### src/rtl/acq_frame_gate.sv
module acq_frame_gate #(
  parameter int DW     = 24,
  parameter int MAX_CH = 32,
  parameter int CW     = $clog2(MAX_CH),
  parameter int DECW   = 4
) (
  input  logic            clk,
  input  logic            rst_n,
  input  logic            smp_valid,
  input  logic            smp_first,
  input  logic [DW-1:0]   smp_data,
  input  logic            sw_run,
  input  logic            ext_run,
  input  logic            src_ext,
  input  logic [CW-1:0]   chan_cnt_m1,
  input  logic [DECW-1:0] decim_m1,
  output logic            fifo_wr,
  output logic [DW-1:0]   fifo_data,
  output logic            acq_active
);
  localparam int IW = CW + 1;

  logic [IW-1:0]   ch_q, ch_now, eff_cnt;
  logic [DECW-1:0] dcnt_q;
  logic            frame_q, keep_now, run_req, sof;

  assign run_req  = src_ext ? ext_run : sw_run;
  assign sof      = smp_valid & smp_first;
  assign eff_cnt  = ({1'b0, chan_cnt_m1} + IW'(1)) & ~IW'(1);
  assign ch_now   = smp_first ? '0 : ((ch_q == '1) ? ch_q : ch_q + IW'(1));
  assign keep_now = smp_first ? (run_req && dcnt_q == '0) : frame_q;

  always_ff @(posedge clk) begin
    if (!rst_n) begin
      ch_q       <= '1;
      frame_q    <= 1'b0;
      dcnt_q     <= '0;
      acq_active <= 1'b0;
      fifo_wr    <= 1'b0;
      fifo_data  <= '0;
    end else begin
      fifo_wr <= smp_valid && keep_now && (ch_now < eff_cnt);
      if (smp_valid) begin
        ch_q      <= ch_now;
        frame_q   <= keep_now;
        fifo_data <= smp_data;
      end
      if (sof) begin
        dcnt_q     <= (dcnt_q >= decim_m1) ? '0 : dcnt_q + DECW'(1);
        acq_active <= run_req;
      end
    end
  end
endmodule

### config.mk
export PLATFORM = sky130hd
export DESIGN_NAME = acq_frame_gate
export DESIGN_NICKNAME = d
export VERILOG_FILES = /design/src/rtl/acq_frame_gate.sv
export SDC_FILE = /design/constraint.sdc
export NUM_CORES = 1
export LEC_CHECK = 0
export ABC_AREA = 1
export BUFFER_PORTS_ARGS = -buffer_cell sky130_fd_sc_hd__clkbuf_2
export CORE_AREA = 3 3 87 89
export CTS_CLUSTER_SIZE = 30
export DETAILED_ROUTE_END_ITERATION = 10
export DIE_AREA = 0 0 90 92
export GPL_ROUTABILITY_DRIVEN = 0
export SYNTH_ARGS = -nofsm -noshare
export SYNTH_HDL_FRONTEND = slang
export SYNTH_SLANG_ARGS = --single-unit
### constraint.sdc
create_clock -name clk -period 4.5 [get_ports clk]
set_input_delay 0 -clock clk [delete_from_list [all_inputs] [get_ports clk]]
set_output_delay 0 -clock clk [all_outputs]
set_load 0.01 [all_outputs]
**Yosys cells after proc, flatten, opt, wreduce, memory -nomap -nowiden**

Cells that the tools add are included.

- Flip-flop bits (word level): 37

- Add/subtract/negate cells: 3
- Reductions and logical operators: 4
- Equality and inequality tests: 1
- Bitwise gates (word level): 1
- Mux-type cells: 5
- Magnitude comparators: 2

Operators with widths:

| kind | count |
|---|---|
| two-way mux 6 bit | 2 |
| adder 5 x 1 -> 6 bit (second input constant) | 1 |
| adder 6 x 1 -> 6 bit (second input constant) | 1 |
| == test 6 bit (second input constant) | 1 |
| less-than comparator 6 bit | 1 |
| adder 4 x 1 -> 4 bit (second input constant) | 1 |
| >= comparator 4 bit | 1 |
| logical NOT 4 bit | 1 |
| two-way mux 4 bit | 1 |
| logical AND 1 bit | 3 |
| two-way mux 1 bit | 2 |
| AND 1 bit | 1 |

**Depth between registers and ports, before layout**

- Depth in word-level cells: 5
- Depth in mapped cells: 13
- Gate-level depth less buffers: 13

**Worst setup path before layout**

No wires, ideal clock.

- Kind: register to register
- Start: register ch_q[0]
- End: register fifo_wr
- Path buffers: 0
- Cell stages (with the launch flop): 12
- Data required time: 4.430 ns
- Period minus slack after synthesis: 1.666 ns
- Path slack: 2.834 ns
- Data arrival time: 1.597 ns
- Cells stage by stage: dfxtp_1 -> ha_1 -> nand2_1 -> nor2_2 -> nand2_2 -> a21oi_2 -> ha_1 -> nand2_1 -> inv_1 -> o21bai_1 -> nand4_1 -> a21oi_1

- Cells in the longest elaborated chain, start to end: 5
- Elaborated cells between the ends (all ways): 6
- Those cells by class: 1 x add/sub; 1 x order compare; 1 x eq/ne; 2 x mux; 1 x reduce/logical

Ends and longest elaborated chain:

| item | line | RTL |
|---|---|---|
| start, declared | 23 | `logic [IW-1:0] ch_q, ch_now, eff_cnt;` |
| start signal, assigned | 44 | `ch_q <= ch_now;` |
| adder 6 x 1 -> 6 bit or == test 6 bit (tied branches) | 30 | `assign ch_now = smp_first ? '0 : ((ch_q == '1) ? ch_q : ch_q + IW'(1));` |
| two-way mux 6 bit (*) (2 in series) | 30 |  |
| via ch_now[3] | 23 |  |
| less-than comparator 6 bit (*) | 42 | `fifo_wr <= smp_valid && keep_now && (ch_now < eff_cnt);` |
| logical AND 1 bit (*) | 42 |  |
| end signal, assigned | 42 |  |
| end, declared | 17 | `output logic fifo_wr,` |

Mark *: on every way through the listed nets, which the timed path passes. The rest lies on a longest branch.
A chain may end at the register's enable or synchronous reset.

**Worst setup path after layout**

Ends and elaborated chain as after synthesis.

==> impl_results.html <==
<table>
<tr><th>Metric</th><th>Value</th></tr>
<tr><th colspan="2">STA</th></tr>
<tr><td>Worst clock skew</td><td>approximately 0.0033 ns</td></tr>
<tr><td>Final critical-path setup slack</td><td>approximately 2.7 ns</td></tr>
<tr><td>Max Slew Vio Count</td><td>0</td></tr>
<tr><td>Time the worst path needs with I/O delays and setup</td><td>1.83 ns</td></tr>
<tr><td>Total negative slack</td><td>0 ns</td></tr>
<tr><td>Max frequency</td><td>around 550 MHz</td></tr>
<tr><td>Slew at the pin closest to its max-slew limit</td><td>around 1.0 ns</td></tr>
<tr><td>Fin. Hold Viols</td><td>0</td></tr>
<tr><td>Endpoints failing setup</td><td>0</td></tr>
<tr><td>Final worst-path cycle share</td><td>between 40% and 50%</td></tr>
<tr><td>Unrepaired setup endpoints after global routing</td><td>no</td></tr>
<tr><td>Slew headroom</td><td>between 30% and 40%</td></tr>
<tr><th colspan="2">Place</th></tr>
<tr><td>Pre-CTS worst setup slack</td><td>approximately 2.7 ns</td></tr>
<tr><td>Post-DP HPWL</td><td>a little under 3000 µm</td></tr>
<tr><td>Number of buffers added on ports</td><td>65</td></tr>
<tr><th colspan="2">CTS</th></tr>
<tr><td>Clock sink count</td><td>37</td></tr>
<tr><td>Number of gates resized after CTS</td><td>0</td></tr>
<tr><td>CTS clock-pin slew for the worst setup and hold paths</td><td>around 0.07 ns</td></tr>
<tr><td>Clock tree from TritonCTS</td><td>done</td></tr>
<tr><td>Clock root buffer</td><td>clkbuf_8</td></tr>
<tr><td>Post-CTS Hold Buffers</td><td>26</td></tr>
<tr><td>Postcts setup bufs</td><td>0</td></tr>
<tr><td>Number of levels the H-tree was split into</td><td>2</td></tr>
<tr><td>Maximum number of buffers from clock root to sink</td><td>2</td></tr>
<tr><td>Total CTS buffers</td><td>5</td></tr>
<tr><td>Latest clock arrival within the worst-skew pair</td><td>0.28 ns</td></tr>
<tr><th colspan="2">Synth</th></tr>
<tr><td>Synthesized instance count</td><td>~240</td></tr>
<tr><td>Top cell type's share of synthesized area</td><td>slightly above 40%</td></tr>
<tr><td>Post-synthesis share of cell area spent on full adders, half adders and majority gates</td><td>8.42%</td></tr>
<tr><td>Largest area contributor in the synthesized netlist</td><td>dfxtp_1</td></tr>
<tr><td>Library cells used by synthesis</td><td>28</td></tr>
<tr><td>Share of the synthesized area in compound gates (AO/OA/AOI/OAI)</td><td>12.1%</td></tr>
<tr><td>Mux share of post-synthesis cell area</td><td>0%</td></tr>
<tr><td>Parity-gate share of the synthesized area counting xor and xnor cells</td><td>~3.4%</td></tr>
<tr><td>Netlist area before placement</td><td>1780 µm²</td></tr>
<tr><td>Total number of yosys warnings</td><td>0</td></tr>
<tr><td>Synthesis-stage register bit count</td><td>37</td></tr>
<tr><td>Net count of the mapped netlist</td><td>slightly below 300</td></tr>
<tr><td>Leading post-synthesis cells by cell area</td><td>dfxtp_1 42%, nor2_1 12%, ha_1 8.4%, o21ai_0 7.9%, nand2_1 6.1%</td></tr>
<tr><td>Simple-gate portion of the synthesized area</td><td>between 20 and 30%</td></tr>
<tr><td>Largest family of logic cells by synthesized area</td><td>simple AND/OR/NAND/NOR gates</td></tr>
<tr><td>Flip-flop cell with the highest count after synthesis</td><td>dfxtp_1</td></tr>
<tr><td>Share of flip-flops with an asynchronous set or reset after synthesis</td><td>0%</td></tr>
<tr><td>Most common cell in the netlist</td><td>nor2_1</td></tr>
<tr><td>Number of flops mapped to enable cells by yosys</td><td>0</td></tr>
<tr><td>Leading post-synthesis cells by instance count</td><td>58 x nor2_1, 37 x dfxtp_1, 29 x nand2_1</td></tr>
<tr><td>Part of the Yosys area used for sequential elements</td><td>around two fifths</td></tr>
<tr><td>Synthesized area per cell</td><td>7.34 µm²</td></tr>
<tr><th colspan="2">Floorplan</th></tr>
<tr><td>Io pins</td><td>66</td></tr>
<tr><td>Die outline area</td><td>slightly above 8000 µm²</td></tr>
<tr><td>Die extent in y</td><td>between 90 and 100 µm</td></tr>
<tr><td>Die W</td><td>approximately 90 µm</td></tr>
<tr><td>Initial core utilization</td><td>about a quarter</td></tr>
<tr><td>Std-Cell Rows</td><td>30</td></tr>
<tr><td>Area of the core</td><td>between 6000 and 7000 µm²</td></tr>
<tr><th colspan="2">Worst hold path</th></tr>
<tr><td>Classification of the worst-slack hold path</td><td>primary input to flop</td></tr>
<tr><th colspan="2">GRT</th></tr>
<tr><td>Global-route usage over all layers</td><td>a little over a tenth</td></tr>
<tr><td>Global-route wire length before repair</td><td>roughly 7700 µm</td></tr>
<tr><td>Largest net degree at the start of global routing</td><td>33</td></tr>
<tr><td>Via count of the first global-routing pass</td><td>~1800</td></tr>
<tr><td>Antenna violations before repair</td><td>0</td></tr>
<tr><td>Gr ovfl total</td><td>0</td></tr>
<tr><th colspan="2">Critical path</th></tr>
<tr><td>Slowest Stage Delay on Critical Path</td><td>0.37 ns</td></tr>
<tr><td>Destination of the critical timing path</td><td>fifo_wr$_SDFF_PN0_</td></tr>
<tr><td>Crit path cell chain</td><td>ha_1, nand2_1, nor2_2, nand2_2, a21oi_2, ha_1, nand2_1, inv_1, o21bai_1, nand4_1, a21oi_1</td></tr>
<tr><td>Max stage delay cell, worst path</td><td>dfxtp_1</td></tr>
<tr><td>CP Max Fanout</td><td>5</td></tr>
<tr><td>CP Launch Type</td><td>flop</td></tr>
<tr><td>Kind of end point of the critical path</td><td>flop</td></tr>
<tr><td>Launch point of the worst reg-to-reg path</td><td>ch_q[0]$_SDFFE_PN1P_</td></tr>
<tr><td>Worst-case reg-to-reg path depth</td><td>11</td></tr>
<tr><td>Largest delay contributor family on the critical path</td><td>simple AND/OR/NAND/NOR gates</td></tr>
<tr><td>Critical Path Start</td><td>ch_q[0]$_SDFFE_PN1P_</td></tr>
<tr><td>Crit path kind</td><td>flop to flop</td></tr>
<tr><td>Stages on worst setup path</td><td>11</td></tr>
<tr><td>Endpoint of the most critical register-to-register path</td><td>fifo_wr$_SDFF_PN0_</td></tr>
<tr><td>Crit path buffers/inverters</td><td>1</td></tr>
<tr><td>Internal reg-to-reg setup slack</td><td>roughly 2.7 ns</td></tr>
<tr><td>Arrival time of the worst setup path</td><td>between 2 and 2.5 ns</td></tr>
<tr><td>Required time at the worst-slack endpoint</td><td>between 4 and 5 ns</td></tr>
<tr><th colspan="2">Power and ir drop</th></tr>
<tr><td>Internal power contribution</td><td>545 µW</td></tr>
<tr><td>Peak supply drop</td><td>~120 µV</td></tr>
<tr><td>Combinational group share of total power</td><td>20.8%</td></tr>
<tr><td>Clock network fraction of design power</td><td>a little under a third</td></tr>
<tr><td>Static Leakage</td><td>around 1.3 nW</td></tr>
<tr><td>Power per cell area</td><td>~300 nW/µm²</td></tr>
<tr><td>Reg power frac</td><td>between 40% and 50%</td></tr>
<tr><td>Net Switching</td><td>~200 µW</td></tr>
<tr><td>Switching Fraction</td><td>between 20% and 30%</td></tr>
<tr><th colspan="2">Cells and area</th></tr>
<tr><td>Utilization of the core after routing</td><td>between 30% and 40%</td></tr>
<tr><td>Register area</td><td>approximately 740 µm²</td></tr>
<tr><td>Post-layout net count</td><td>384</td></tr>
<tr><td>Diode count</td><td>0</td></tr>
<tr><td>Fill cell count</td><td>between 700 and 800</td></tr>
<tr><td>Area Overhead vs Synth</td><td>42.1%</td></tr>
<tr><td>Footprint of the multi-input gates</td><td>908 µm²</td></tr>
<tr><td>Fraction of final layout cells with drive strength greater than 1</td><td>between 20% and 30%</td></tr>
<tr><th colspan="2">Run</th></tr>
<tr><td>Max-Cap Viols</td><td>0</td></tr>
<tr><th colspan="2">Route</th></tr>
<tr><td>Via/cell ratio</td><td>roughly 4.3</td></tr>
<tr><td>Post-route DRC violation count</td><td>0</td></tr>
<tr><td>Routed wire length</td><td>around 4400 µm</td></tr>
<tr><td>WL/cell</td><td>~10 µm</td></tr>
<tr><td>Via count</td><td>around 1800</td></tr>
<tr><td>Iter 0 DRT Violations</td><td>39</td></tr>
<tr><td>Post-route antenna net violation count</td><td>0</td></tr>
<tr><td>Detailed Routing Iterations Pass 1</td><td>4</td></tr>
<tr><th colspan="2">Run status</th></tr>
<tr><td>Run status</td><td>finished clean</td></tr>
</table>
==> registers in the layout (all words and copies together), names as in the netlist <==
register	count
acq_active	1
ch_q	6
dcnt_q	4
fifo_data	24
fifo_wr	1
frame_q	1
==> layer usage <==
metal | up-vias | wire length [µm] | track usage, %
li1 | 960 | - | -
met1 | 787 | 2060 | 13.2
met2 | 67 | 1960 | 18.8
met3 | 5 | 316 | 3.45
met4 | 0 | 44 | 3.32
met5 | - | 0 | 0
==> worst min-delay path by stage <==
stage / from / endpoint / cells after the start / slack [ns]
after floorplan: smp_data[0] / fifo_data[0]$_SDFFE_PN0P_ / 2 / 0.13
after detailed placement: smp_data[0] / fifo_data[0]$_SDFFE_PN0P_ / 3 / 0.23
after global placement: smp_data[17] / fifo_data[17]$_SDFFE_PN0P_ / 3 / 0.22
after CTS: smp_first / ch_q[3]$_SDFFE_PN1P_ / 4 / 0.06
final: smp_first / ch_q[3]$_SDFFE_PN1P_ / 4 / 0.07
after global routing: smp_first / ch_q[3]$_SDFFE_PN1P_ / 4 / 0.07
==> placed cells by master, fill, tap and decap left out, drive strengths merged <==
master / count
inv: 25
o211ai: 1
xor2: 6
nand2: 30
nand3b: 1
or2: 1
nand4: 6
a31oi: 1
a21oi: 8
nand3: 12
o21bai: 1
ha: 12
dlygate4sd3: 26
clkbuf: 72
dfxtp: 37
nor3b: 1
nor2: 59
o21ai: 30
xnor2: 1
and3: 2
==> stage by stage <==
step,power (mW),instance area (µm²),cells,hold WS (ns)
2_1_floorplan,0.459,1780,243,0.135
3_3_place_gp,0.510,2190,395,0.224
3_5_place_dp,0.511,2190,395,0.229
4_1_cts,0.766,2530,428,0.0585
5_1_grt,0.805,2530,428,0.0700
6_report,0.750,2530,428,0.0700
==> worst register-to-register path: stages (launching register included) <==
cell and delay (ns):
dfxtp_1 0.37, ha_1 0.22, nand2_1 0.08, nor2_2 0.14, nand2_2 0.10, a21oi_2 0.17, ha_1 0.26, nand2_1 0.06
inv_1 0.03, o21bai_1 0.11, nand4_1 0.10, a21oi_1 0.12
==> power by group through the flow <==
stage	Clock [mW]	Sequential (mW)	Combinational, mW
3_3_place_gp	0	0.372	0.138
2_1_floorplan	0	0.377	0.0814
3_5_place_dp	0	0.372	0.139
5_1_grt	0.257	0.368	0.180
4_1_cts	0.245	0.365	0.157
6_report	0.229	0.365	0.156
==> cell type report <==
type | instances | share of cell area (%)
well taps | 96 | 4.74
flip-flops and latches | 37 | 29.2
clock buffers | 7 | 3.41
repair buffers | 91 | 23.1
multi-input cells | 172 | 35.8
inverters | 25 | 3.70
==> logic make-up (layout without fill, tap and decap cells) <==
group | after synthesis | in the layout
fa+ha+maj | 12 | 12
flops | 37 | 37
buf+inv | 34 | 123
xor+xnor | 7 | 7
simple gates | 112 | 112
compound gates | 41 | 41
Power figures use the tool's default switching activity.
